<file path="src/rtl/divmod_pkg.sv">
package divmod_pkg;
  // Strobes from the sequencer to the datapath
  typedef struct packed {
    logic loadRun;   // latch operands for a valid divide
    logic loadErr;   // load saturated error constants
    logic step;      // one restoring iteration
  } dmCtrl_t;
endpackage

</file>
<file path="src/rtl/divmod_ctrl.sv">
module divmod_ctrl
  import divmod_pkg::*;
#(
  parameter int WORD_W = 64
) (
  input  logic              clk,
  input  logic              rst_n,
  input  logic              start,
  input  logic [WORD_W-1:0] hi,
  input  logic [WORD_W-1:0] divisor,
  output dmCtrl_t           ctrlOut,
  output logic              done
);
  localparam int CNT_W = $clog2(WORD_W + 1);

  typedef enum logic {ST_IDLE, ST_RUN} dmState_e;

  dmState_e   state;
  logic [CNT_W-1:0] iterCnt;
  logic       badOperands;
  logic       accept;

  always_comb begin
    badOperands     = (divisor == '0) || (hi >= divisor);
    accept          = (state == ST_IDLE) && start;
    ctrlOut.loadRun = accept && !badOperands;
    ctrlOut.loadErr = accept && badOperands;
    ctrlOut.step    = (state == ST_RUN);
  end

  always_ff @(posedge clk or negedge rst_n) begin
    if (!rst_n) begin
      state   <= ST_IDLE;
      iterCnt <= '0;
      done    <= 1'b0;
    end else begin
      done <= 1'b0;
      case (state)
        ST_IDLE: begin
          if (ctrlOut.loadRun) begin
            state   <= ST_RUN;
            iterCnt <= CNT_W'(WORD_W);
          end
          if (ctrlOut.loadErr) done <= 1'b1;
        end
        default: begin
          iterCnt <= iterCnt - 1'b1;
          if (iterCnt == CNT_W'(1)) begin
            state <= ST_IDLE;
            done  <= 1'b1;
          end
        end
      endcase
    end
  end

  AST_ERR_DONE: assert property (@(posedge clk) disable iff (!rst_n)
    ctrlOut.loadErr |=> done);

  AST_DONE_PULSE: assert property (@(posedge clk) disable iff (!rst_n)
    (done && !ctrlOut.loadErr) |=> !done);

  AST_IGNORE_START: assert property (@(posedge clk) disable iff (!rst_n)
    (state == ST_RUN && iterCnt > CNT_W'(1)) |=>
      (state == ST_RUN && iterCnt == $past(iterCnt) - CNT_W'(1)));

  AST_RUN_NO_DONE: assert property (@(posedge clk) disable iff (!rst_n)
    ctrlOut.loadRun |=> !done);
endmodule

</file>
<file path="src/rtl/divmod_datapath.sv">
module divmod_datapath
  import divmod_pkg::*;
#(
  parameter int WORD_W = 64
) (
  input  logic              clk,
  input  logic              rst_n,
  input  dmCtrl_t           ctrlIn,
  input  logic [WORD_W-1:0] hi,
  input  logic [WORD_W-1:0] lo,
  input  logic [WORD_W-1:0] divisor,
  output logic [WORD_W-1:0] quotient,
  output logic [WORD_W-1:0] remainder
);
  localparam int PART_W = WORD_W + 1;

  logic [WORD_W-1:0] remReg;   // partial remainder, always below divReg
  logic [WORD_W-1:0] shReg;    // low dividend bits out, quotient bits in
  logic [WORD_W-1:0] divReg;
  logic [PART_W-1:0] trial;
  logic [PART_W-1:0] diff;
  logic              fits;

  always_comb begin
    trial = {remReg, shReg[WORD_W-1]};
    diff  = trial - {1'b0, divReg};
    fits  = trial >= {1'b0, divReg};
  end

  always_ff @(posedge clk or negedge rst_n) begin
    if (!rst_n) begin
      remReg <= '0;
      shReg  <= '0;
      divReg <= '0;
    end else if (ctrlIn.loadRun) begin
      remReg <= hi;
      shReg  <= lo;
      divReg <= divisor;
    end else if (ctrlIn.loadErr) begin
      remReg <= '0;
      shReg  <= '1;
    end else if (ctrlIn.step) begin
      remReg <= fits ? diff[WORD_W-1:0] : trial[WORD_W-1:0];
      shReg  <= {shReg[WORD_W-2:0], fits};
    end
  end

  assign quotient  = shReg;
  assign remainder = remReg;

  AST_PARTIAL_BELOW: assert property (@(posedge clk) disable iff (!rst_n)
    (ctrlIn.loadRun || ctrlIn.step) |=> (remReg < divReg));

  AST_ERR_CONST: assert property (@(posedge clk) disable iff (!rst_n)
    ctrlIn.loadErr |=> (quotient == '1 && remainder == '0));

  AST_HOLD: assert property (@(posedge clk) disable iff (!rst_n)
    !(ctrlIn.loadRun || ctrlIn.loadErr || ctrlIn.step) |=>
      ($stable(quotient) && $stable(remainder)));
endmodule

</file>
<file path="src/rtl/divmod_unit.sv">
module divmod_unit
  import divmod_pkg::*;
#(
  parameter int WORD_W = 64
) (
  input  logic              clk,
  input  logic              rst_n,
  input  logic              start,
  input  logic [WORD_W-1:0] hi,
  input  logic [WORD_W-1:0] lo,
  input  logic [WORD_W-1:0] divisor,
  output logic              done,
  output logic [WORD_W-1:0] quotient,
  output logic [WORD_W-1:0] remainder
);
  dmCtrl_t ctrlBus;

  divmod_ctrl #(.WORD_W(WORD_W)) uCtrl (
    .clk(clk), .rst_n(rst_n), .start(start), .hi(hi), .divisor(divisor),
    .ctrlOut(ctrlBus), .done(done)
  );

  divmod_datapath #(.WORD_W(WORD_W)) uPath (
    .clk(clk), .rst_n(rst_n), .ctrlIn(ctrlBus), .hi(hi), .lo(lo),
    .divisor(divisor), .quotient(quotient), .remainder(remainder)
  );

  AST_RESET_DONE: assert property (@(posedge clk)
    $rose(rst_n) |-> !done);
endmodule

</file>
<file path="config.mk">
export PLATFORM = sky130hd
export DESIGN_NAME = divmod_unit
export DESIGN_NICKNAME = d
export VERILOG_FILES = /design/src/rtl/divmod_pkg.sv /design/src/rtl/divmod_ctrl.sv /design/src/rtl/divmod_datapath.sv /design/src/rtl/divmod_unit.sv
export SDC_FILE = /design/constraint.sdc
export NUM_CORES = 1
export LEC_CHECK = 0
export BUFFER_PORTS_ARGS = -buffer_cell sky130_fd_sc_hd__buf_2
export CAP_MARGIN = 15
export CORE_MARGIN = 1
export CORE_UTILIZATION = 40
export CTS_CLUSTER_SIZE = 12
export DETAILED_ROUTE_END_ITERATION = 12
export PLACE_DENSITY_LB_ADDON = 0.2
export SETUP_SLACK_MARGIN = 0.1
export SLEW_MARGIN = 20
export SYNTH_ARGS = -nofsm -noshare
export SYNTH_HDL_FRONTEND = slang
export SYNTH_SLANG_ARGS = --single-unit
</file>
<file path="constraint.sdc">
create_clock -name clk -period 5.85 [get_ports clk]
set_clock_uncertainty 0.15 [all_clocks]
set_input_delay 0.2925 -clock clk [delete_from_list [all_inputs] [get_ports clk]]
set_output_delay 0.2925 -clock clk [all_outputs]
set_load 0.1 [all_outputs]
</file>
==> results_dict.tcl <==
set metrics [dict create \
    cts.htree.levels 1 \
    p_leak_nw 9.71 \
    core_sq_um 36600 \
    cts_tree "built" \
    min_path_cells 5 \
    tightestPinTransition_ns 0.976 \
    crit_required_ns 6.13 \
    fin_ws_ns 1.52 \
    status "complete, no violations" \
    finalWirelength_microns 53000 \
    fin_crit_ns 4.33 \
    grt-ovfl-total 0 \
    route.met3.wl_microns 4270 \
    synthArstFlopShare_pct 100 \
    grt_start_max_net_pins 108 \
    viasPerCell 5.54 \
    fin_cells 2804 \
    hold_ws_ns 0.0120 \
    antenna_found_initial 3 \
    wl_met1_microns 23400 \
    drc_errors 0 \
    synth_nets 2212 \
    grt_pass1_vias 15200 \
    synthAdderAreaFrac_pct 11.1 \
    drt_iter0_markers 1354 \
    fp.dieArea_sq_um 37900 \
    cp-start-kind "input port" \
    synth_xor_area_share_pct 3.66 \
    fin_tns_setup_ns 0 \
    max_cap_viol_count 0 \
    max_freq_mhz 231 \
    regArea_sq_um 5030 \
    drv_slew 0 \
    grt_pass1_wl_microns 82700 \
    dp_hpwl_microns 38900 \
    nets 2644 \
    ys.flop_type "dfrtp_1" \
    postRouteAntennaNets 0 \
    synth_top_family_by_area "compound AO/OA/AOI/OAI gates" \
    io_pins 324 \
    yosys.cell_types.count 74 \
    cts_made_buffers 25 \
    ir_drop_mv 0.498 \
    netlist_area_sq_um 14900 \
    synthCells 1886 \
    via_count 15500 \
    maxSlewHeadroom_pct 34.9 \
    ys_warn_count 0 \
    critical_path_class "in -> reg" \
    wl_per_cell_microns 18.9 \
    dr.pass1.iters 5 \
    synth_mux_area_share_pct 1.36 \
    yosys.area.top_type "dfrtp_1" \
    synth_edf_count 0 \
    cts_sinks 201 \
    die_x_microns 195 \
    place_ws_ns 1.63 \
    grt_usage_pct 27.4 \
    synth_top_cell_area_share_pct 33.9 \
    ctsLongestPathBuffers 3 \
    numPortBuffers 323 \
    synth_compound_area_share_pct 24.9 \
    drive_gt1_share_pct 17.6 \
    p_per_area_nw_per_um2 432 \
    finalSetupViolCount 0 \
    end_kind "flop" \
    clkSlewWorstSetupHoldPaths_ns 0.06 \
    initial_core_util_pct 40.6 \
    globalplace.congestion 0.954 \
    total_power_mw 8.34 \
    synthTopCellsByArea "dfrtp_1 (34%), ha_1 (11%), o21ai_0 (8.2%)" \
    finalHoldViolations 0 \
    dr_wl_met2_microns 23600 \
    reg2regPathDepth 13 \
    highest_layer "met5" \
    cts_root_buf "clkbuf_16" \
    cp_max_fo 22 \
    fillers 3527 \
    worstHoldPathType "in -> reg" \
    rsz0062_at_grt "false" \
    clk_latency_ns 0.54 \
    syn2layout_area_growth_pct 30.0 \
    ys_seq_area_share_pct 33.9 \
    die_h_microns 195 \
    critPathArrivalTime_ns 4.61 \
    multiInputGateArea_sq_um 8810 \
    dp_cells 2592 \
    ys_ff_latch 201 \
    rows 70 \
    syn_area_per_cell_sq_um 7.87 \
    period_share_pct 73.9 \
    yosys.area_share.simple_pct 18.1 \
]
[final timing paths]
check                                          from  slack (ns)             endpoint
worst max-delay path                    divisor[45]        1.52  uPath.remainder[58]
worst min-delay path                         lo[50]        0.01   uPath.quotient[50]
worst max register to register  uPath.remainder[41]        1.65  uPath.remainder[38]
worst min register to register     uCtrl.iterCnt[6]        0.32     uCtrl.iterCnt[6]
max in group asynchronous                     rst_n        3.99          uCtrl.state
min in group asynchronous                     rst_n        0.28  uPath.remainder[52]
[sequential cells by signal, summed over array words and instances (netlist names)]
signal           flops
uCtrl.state          1
uPath.remainder     64
uPath.quotient      64
uPath.divReg        64
uCtrl.iterCnt        7
uCtrl.done           1
[cell usage after synthesis (all sizes together) (8+ instances only)]
cell / instances
o211ai: 10
a211oi: 15
nand4: 33
o22ai: 10
nor3: 12
mux2i: 9
xnor2: 30
dfrtp: 201
o21ai: 262
buf: 30
nand3: 23
o21bai: 8
a31oi: 18
a222oi: 22
nor2: 132
nand2b: 10
nand2: 301
mux2: 9
a21oi: 127
nor2b: 23
ha: 130
a21o: 43
and3: 12
a311oi: 15
nor4: 26
inv: 163
xor2: 32
clkbuf: 74
[layout by cell type, fill, tap and decap left out, types with 33 or more instances in the layout]
cell / synthesis / final
inv_1: 163 / 163
dlygate4sd3_1: 0 / 167
nand2_1: 301 / 301
a21o_1: 43 / 43
a21oi_1: 125 / 125
nand4_1: 33 / 33
buf_2: 27 / 321
nor2_1: 130 / 129
ha_1: 130 / 130
dfrtp_1: 201 / 200
o21ai_0: 244 / 244
[metrics by stage]
stage | area [sq um] | util [%]
6_report | 19300 | 52.7
2_1_floorplan | 14900 | -
3_3_place_gp | 16800 | 45.9
4_1_cts | 19300 | 52.7
3_5_place_dp | 16800 | 45.9
5_1_grt | 19300 | 52.7
[report_power, final]
part | internal, mW | switching (mW)
clock | 0.914 | 0.646
combinational | 1.01 | 3.69
sequential | 1.72 | 0.354
total | 3.65 | 4.69
[timing repair]
| item | CTS | global route |
|---|---|---|
| buffers inserted | 0 | 0 |
| endpoints found under the setup margin | 0 | 0 |
| resized for setup | 0 | 0 |
| endpoints found under the hold margin | 271 | 0 |
| hold buffers | 167 | 0 |
[layer usage]
metal	track usage [%]	vias up
li1	-	7524
met1	37.2	7346
met2	43.5	572
met3	5.52	93
met4	9.38	2
met5	0	-
[critical path, cell delays in order]
cell           delay (ns)
dlygate4sd3_1        0.52
buf_2                0.22
inv_1                0.07
ha_1                 0.29
nand4_1              0.14
nor4b_1              0.64
nor4bb_1             0.43
and3_1               0.21
a211o_2              0.49
inv_1                0.60
a311oi_1             0.42
a31oi_1              0.06
and3_1               0.21
[logic make-up (layout without fill, tap and decap cells)]
logic type / after synthesis / count (layout)
AO/OA/AOI/OAI: 603 / 603
XOR/XNOR: 62 / 62
adder cells (fa/ha/maj): 131 / 131
buffers and inverters: 268 / 716
flip-flops: 201 / 201
multiplexers: 18 / 18
other: 0 / 2
AND/OR/NAND/NOR: 603 / 603
[final cells by class]
| class | count | share of cell area [%] |
|---|---|---|
| inverter | 164 | 3.19 |
| clock inverter | 12 | 0.713 |
| timing repair buffer | 509 | 17.8 |
| multi-input combinational | 1417 | 45.6 |
| clock buffer | 31 | 3.51 |
| sequential | 201 | 26.1 |
| tap | 468 | 3.03 |
| antenna | 2 | 0.0259 |
No activity file was read; power rests on OpenSTA's default activity.
